$ cat src/rtl/spi_irq_front.sv
module spi_irq_front #(
  parameter int DW = 8
) (
  input  logic          clk,
  input  logic          rst_n,
  input  logic          reg_addr,
  input  logic          reg_wr,
  input  logic [DW-1:0] reg_wdata,
  output logic [DW-1:0] reg_rdata,
  input  logic          tx_xfer,
  input  logic          txbuf_wr,
  input  logic          rx_load,
  input  logic          rxbuf_rd,
  output logic          irq,
  output logic          tx_dma_req,
  output logic          rx_dma_req
);
  localparam int B_TXE = 4;
  localparam int B_OVF = 3;
  localparam int B_RXF = 2;
  localparam int B_MAN = 1;

  logic txe_q, rxf_q, ovf_q;
  logic ie_txe_q, ie_ovf_q, ie_rxf_q, man_q;

  wire sts_wr  = reg_wr && !reg_addr;
  wire ctl_wr  = reg_wr && reg_addr;
  wire ovf_set = rx_load && rxf_q && !rxbuf_rd;
  wire ovf_clr = sts_wr && reg_wdata[B_OVF];

  always_ff @(posedge clk) begin
    if (!rst_n) begin
      txe_q      <= 1'b0;
      rxf_q      <= 1'b0;
      ovf_q      <= 1'b0;
      ie_txe_q   <= 1'b0;
      ie_ovf_q   <= 1'b0;
      ie_rxf_q   <= 1'b0;
      man_q      <= 1'b0;
      tx_dma_req <= 1'b0;
      rx_dma_req <= 1'b0;
    end else begin
      if (txbuf_wr)     txe_q <= 1'b0;
      else if (tx_xfer) txe_q <= 1'b1;
      if (rx_load)       rxf_q <= 1'b1;
      else if (rxbuf_rd) rxf_q <= 1'b0;
      if (ovf_set)      ovf_q <= 1'b1;
      else if (ovf_clr) ovf_q <= 1'b0;
      if (ctl_wr) begin
        ie_txe_q <= reg_wdata[B_TXE];
        ie_ovf_q <= reg_wdata[B_OVF];
        ie_rxf_q <= reg_wdata[B_RXF];
        man_q    <= reg_wdata[B_MAN];
      end
      tx_dma_req <= tx_xfer;
      rx_dma_req <= rx_load;
    end
  end

  always_comb begin
    reg_rdata = '0;
    if (reg_addr) begin
      reg_rdata[B_TXE] = ie_txe_q;
      reg_rdata[B_OVF] = ie_ovf_q;
      reg_rdata[B_RXF] = ie_rxf_q;
      reg_rdata[B_MAN] = man_q;
    end else begin
      reg_rdata[B_TXE] = txe_q;
      reg_rdata[B_OVF] = ovf_q;
      reg_rdata[B_RXF] = rxf_q;
    end
  end

  assign irq = man_q | (txe_q & ie_txe_q) | (ovf_q & ie_ovf_q) | (rxf_q & ie_rxf_q);
endmodule

$ cat config.mk
export PLATFORM = sky130hd
export DESIGN_NAME = spi_irq_front
export DESIGN_NICKNAME = d
export VERILOG_FILES = /design/src/rtl/spi_irq_front.sv
export SDC_FILE = /design/constraint.sdc
export NUM_CORES = 1
export LEC_CHECK = 0
export BUFFER_PORTS_ARGS = -buffer_cell sky130_fd_sc_hd__buf_4
export CORE_AREA = 2 2 39 41
export CTS_CLUSTER_DIAMETER = 30
export DETAILED_ROUTE_END_ITERATION = 8
export DIE_AREA = 0 0 41 43
export PLACE_DENSITY = 0.67
export SYNTH_ARGS = -nofsm -noshare
export SYNTH_HDL_FRONTEND = slang
export SYNTH_SLANG_ARGS = --single-unit
$ cat constraint.sdc
create_clock -name clk -period 0.8 [get_ports clk]
set_clock_uncertainty 0.1 [all_clocks]
set_input_delay 0.12 -clock clk [delete_from_list [all_inputs] [get_ports clk]]
set_output_delay 0.12 -clock clk [all_outputs]
set_load 0.005 [all_outputs]
==> results of run 1 <==
## final cells by class
class,instances,area [um^2],area share [%]
well taps,16,20.0,3.10
flip-flops and latches,9,189,29.3
clock buffers,4,26.3,4.07
multi-input cells,31,249,38.6
repair buffers,19,161,25.0
## where the power goes
group          switching, uW  internal [uW]  leakage, uW
clock network            149            192    0.0000150
registers               13.4            474    0.0000769
logic                   65.4            116     0.000210
## final timing paths
check / end / slack [ns] / cells past startpoint
worst max-delay path: irq / -0.38 / 3
worst min-delay path: txe_q$_SDFFE_PP0P_ / -0.09 / 2
worst max register to register: ovf_q$_SDFFE_PN0P_ / -0.06 / 2
worst min register to register: txe_q$_SDFFE_PP0P_ / 0.42 / 2
## what timing repair did
item                                   4_1_cts  5_1_grt
gates cloned                                 0        0
endpoints found under the hold margin        4        4
setup endpoints to repair                   13       13
pin swaps                                    5        6
resized for setup                           22        1
## cells in the final DEF, fill, tap and decap left out
| cell | instances |
|---|---|
| buf_4 | 14 |
| dfxtp_2 | 7 |
| o21a_1 | 5 |
| buf_6 | 5 |
| a21boi_2 | 4 |
| conb_1 | 4 |
| clkbuf_4 | 3 |
| mux2_4 | 2 |
| and2_4 | 2 |
| and3_1 | 2 |
| and3_2 | 2 |
| dfxtp_1 | 2 |
| a22oi_1 | 1 |
| a21oi_1 | 1 |
| nand2_1 | 1 |
| mux2_2 | 1 |
| nor2_1 | 1 |
| nor3b_1 | 1 |
| nor2b_4 | 1 |
| nand3b_1 | 1 |
| a32o_1 | 1 |
| and2_1 | 1 |
| clkbuf_1 | 1 |
## per-layer routing
metal / vias up / part of all wire, %
li1: 182 / -
met1: 164 / 44
met2: 13 / 49
met3: 0 / 6.8
met4: 0 / 0
met5: - / 0
## through the flow
stage | setup TNS, ns | setup slack [ns] | hold slack [ns] | total power (uW) | instance area, um^2
finish | -2.11 | -0.384 | -0.0890 | 1010 | 646
global route | -2.46 | -0.424 | -0.100 | 1070 | 646
floorplan | -0.00938 | -0.00938 | 0.0961 | 583 | 458
CTS | -2.25 | -0.394 | -0.0957 | 1020 | 642
global placement | -0.874 | -0.166 | 0.182 | 649 | 568
detailed placement | -0.917 | -0.171 | 0.190 | 651 | 568
## kinds of logic (layout without fill, tap and decap cells)
logic type / Yosys count / in the layout / share of synthesized area [%]
simple gates: 12 / 12 / 17.9
other cells: 1 / 4 / 0.854
buf+inv: 6 / 23 / 12.0
mux: 3 / 3 / 7.69
flops: 9 / 9 / 41.0
compound gates: 12 / 12 / 20.5
## registers in the layout, summed over array words and instances (netlist names)
| name | cells |
|---|---|
| ie_rxf_q | 1 |
| txe_q | 1 |
| tx_dma_req | 1 |
| ie_txe_q | 1 |
| rx_dma_req | 1 |
| man_q | 1 |
| ovf_q | 1 |
| rxf_q | 1 |
| ie_ovf_q | 1 |
==> impl_metrics.tcl, run 1 <==
set metrics [dict create \
    run_status "complete, but fails checks" \
    failed_checks "hold timing, setup timing" \
    layout-drive-gt1-share_pct 65.1 \
    fin_ws_ns -0.384 \
    crit_start "ie_ovf_q$_SDFFE_PN0P_" \
    routed_wl_um 813 \
    post-place-cells 75 \
    syn_to_final_growth_pct 47.0 \
    drt_iter0_markers 11 \
    cts_tree "done" \
    finalCritPeriodShare_pct 148 \
    instances_no_fill 79 \
    use_met2_pct 15.9 \
    grt_usage_pct 10.7 \
    yosys_warnings 0 \
    core_mm2 0.00138 \
    clk_latency_ns 0.25 \
    ys_types 20 \
    synthTopCellsByArea "dfxtp_1 41%, o21a_1 8.5%, mux2_2 7.7%" \
    seq_area_frac_synth_pct 41.0 \
    min_from "txbuf_wr" \
    synth_edf_count 0 \
    rr_startpoint "rxf_q$_SDFFE_PN0P_" \
    max_stage_delay_ns 0.33 \
    grtUsageMet3_pct 3.14 \
    cts_root_buf "clkbuf_4" \
    synthFlopType "dfxtp_1" \
    drcViolationCount 0 \
    port_buffers 18 \
    critPathRequiredTime_ns 0.58 \
    path_class "flop to output pin" \
    arrival_ns 0.96 \
    die_w_um 41 \
    gp_congestion 0.720 \
    utilization_pct 46.7 \
    ios 27 \
    synthArstFlopShare_pct 0 \
    hold_ws_ns -0.0890 \
    synthCells 43 \
    antenna_found_initial 0 \
    ys_seq_elements 9 \
    synth_top_area_share_pct 41.0 \
    crit_family "flip-flops" \
    yosys.area.top_type "dfxtp_1" \
    crit_fanout 3 \
    crit_buf_inv 1 \
    synth_area_um2 439 \
    finish.net_count 80 \
    p_leak_uw 0.000302 \
    hold_viol_final 3 \
    die_area_mm2 0.00176 \
    grt_pass1_wl_um 1280 \
    post-cts-setup-buffers 0 \
    ant_nets 0 \
    dr.pass1.iters 4 \
    grt_max_degree 14 \
    vias 359 \
    clk_pin_slew_ns 0.06 \
    grt_pass1_vias 332 \
    post_drt_wl_per_cell_um 10.3 \
    endpoint_kind "output pin" \
    cts_buffer_depth 2 \
    top_usage_layer "met2" \
    crit_chain "a22oi_1, nand2_1, buf_6" \
    overflow 0 \
    crit_path_start_kind "flop" \
    max_freq_mhz 845 \
    report.final.slew_viol_count 0 \
    antenna_cells 0 \
    initial_core_util_pct 31.7 \
    ir_drop_mv 0.919 \
    numCtsBuffers 3 \
    hold_path.class "input pin to flop" \
    nFillCells 139 \
    cts.sinks 9 \
    netlist_top_cells_count "9 x dfxtp_1, 5 x o21a_1, 4 x a21boi_0, 4 x buf_4, 3 x mux2_2" \
    min_period_ns 1.18 \
    max_cap_viol_count 0 \
    dieHeight_um 43 \
    cellPowerDensity_mw_per_mm2 1560 \
    rows 14 \
    setup_viol 13 \
    h-tree-depth 1 \
    avgSynthCellArea_um2 10.2 \
    gr-usage-met1_pct 13.1 \
    rsz0062_at_grt "yes" \
    crit_path_top_delay_cell "dfxtp_2" \
    routed_via_density 4.54 \
    synth_most_common_cell "dfxtp_1" \
]
Power figures use the tool's default switching activity.
==> run 2: changes to the inputs <==
==> constraint.sdc (replaced) <==
create_clock -name clk -period 0.8 [get_ports clk]
set_clock_uncertainty 0.1 [all_clocks]
set_input_delay 0.16 -clock clk [delete_from_list [all_inputs] [get_ports clk]]
set_output_delay 0.16 -clock clk [all_outputs]
set_load 0.005 [all_outputs]
==> impl_metrics.tcl, run 2 (synthesis results as in run 1) <==
set metrics [dict create \
    run_status "complete, but fails checks" \
    failed_checks "hold timing, setup timing" \
    ant_nets 0 \
    min_to "txe_q$_SDFFE_PP0P_" \
    initial_core_util_pct 31.7 \
    grt_pass1_vias 312 \
    r2r_cells 2 \
    max_stage_delay_ns 0.33 \
    dr.pass1.iters 3 \
    reg2reg_slack_ns -0.06 \
    rsz0062_at_grt "yes" \
    final_cell_mix "15 x buf_4, 9 x dfxtp_2, 7 x buf_6" \
    drt_iter0_markers 5 \
    fin_ws_ns -0.424 \
    layout-drive-gt1-share_pct 69.7 \
    antenna_cells 0 \
    overflow 0 \
    ir_drop_mv 0.572 \
    hold_path.class "input pin to flop" \
    dieHeight_um 43 \
    hold_ws_ns -0.0446 \
    layout_commonest_cell "buf_4" \
    ios 27 \
    crit_path_top_delay_cell "dfxtp_2" \
    crit_path_start_kind "flop" \
    post-cts-setup-buffers 0 \
    routed_via_density 4.48 \
    path_class "flop to output pin" \
    r2r_end "ie_rxf_q$_SDFFE_PN0P_" \
    rows 14 \
    core_mm2 0.00138 \
    crit_chain "mux2_4, buf_6" \
    finish.net_count 83 \
    cts_buffer_depth 2 \
    port_buffers 18 \
    finalCritPeriodShare_pct 153 \
    post_drt_wl_per_cell_um 10.5 \
    min_period_ns 1.22 \
    clk_pin_slew_ns 0.06 \
    critPathRequiredTime_ns 0.54 \
    syn_to_final_growth_pct 55.6 \
    grt_pass1_wl_um 1320 \
    die_area_mm2 0.00176 \
    hold-path-cell-count 2 \
    cts_root_buf "clkbuf_4" \
    arrival_ns 0.96 \
    numCtsBuffers 3 \
    report.final.slew_viol_count 0 \
    cts.sinks 9 \
    cts_tree "done" \
    h-tree-depth 1 \
    max_freq_mhz 817 \
    hold_viol_final 1 \
    finalSetupTns_ns -2.43 \
    drcViolationCount 0 \
    setup_viol 14 \
    antenna_found_initial 0 \
    die_w_um 41 \
    dp_hpwl_um 699 \
    rr_startpoint "ie_rxf_q$_SDFFE_PN0P_" \
    crit_fanout 3 \
    endpoint_kind "output pin" \
    p_leak_uw 0.000322 \
    min_from "txbuf_wr" \
    nFillCells 137 \
    max_cap_viol_count 0 \
    cellPowerDensity_mw_per_mm2 1520 \
    gp_congestion 0.642 \
    grt_usage_pct 10.9 \
    clk_latency_ns 0.25 \
    routed_wl_um 861 \
    grt_max_degree 13 \
    vias 367 \
]
run 2: cell types whose count changed in the layout (fill, tap and decap cells not counted), sizes merged:
cell | before | now
buf | 19 | 22
run 2: cell type report:
type                       instances  area [um^2]  share of cell area (%)
clock buffer                       4         26.3                    3.85
multi-input combinational         31          254                    37.2
sequential                         9          191                    28.0
tap                               16         20.0                    2.93
timing repair buffer              22          191                    28.0
run 2: what timing repair did:
item / in CTS / in global routing
endpoints found under the hold margin: 1 / 1
resized for setup: 19 / 6
pin swaps: 4 / 5
endpoints found under the setup margin: 14 / 14
run 2: per-stage QoR:
stage          setup WS [ns]  instance area [um^2]  std cells  power (uW)  util, %
2_1_floorplan        -0.0222                   473         46         592        -
3_3_place_gp          -0.207                   602         78         666     43.5
3_5_place_dp          -0.219                   602         78         669     43.5
4_1_cts               -0.432                   666         82        1040     48.1
5_1_grt               -0.462                   683         82        1110     49.4
6_report              -0.424                   683         82        1040     49.4
run 2: worst max-delay path, delay by kind of cell (launching register included):
family / cells / cell delay [ns]
buffers and inverters: 1 / 0.11
DFF: 1 / 0.33
muxes: 1 / 0.26
run 2: how the worst max path moves through the flow:
stage | from | endpoint | slack (ns) | cells past startpoint
2_1_floorplan | reg_addr | reg_rdata[2] | -0.02 | 2
3_3_place_gp | reg_addr | reg_rdata[3] | -0.21 | 3
3_5_place_dp | reg_addr | reg_rdata[4] | -0.22 | 3
4_1_cts | ie_txe_q$_SDFFE_PN0P_ | reg_rdata[4] | -0.43 | 2
5_1_grt | ie_rxf_q$_SDFFE_PN0P_ | reg_rdata[2] | -0.46 | 2
6_report | ie_txe_q$_SDFFE_PN0P_ | reg_rdata[4] | -0.42 | 2
run 2: where the power goes:
part	leakage, uW	total (uW)	internal, uW	switching (uW)
clock	0.0000150	350	192	158
sequential	0.0000774	492	475	16.5
combinational	0.000230	195	129	65.9
run 2: layer usage:
metal	vias up	track usage, %	wire length (um)	part of all wire (%)
met4	0	4.00	0	0
met5	-	0	0	0
li1	189	-	-	-
met1	160	13.0	378	44
met3	0	3.66	83	9.6
met2	18	17.2	399	46
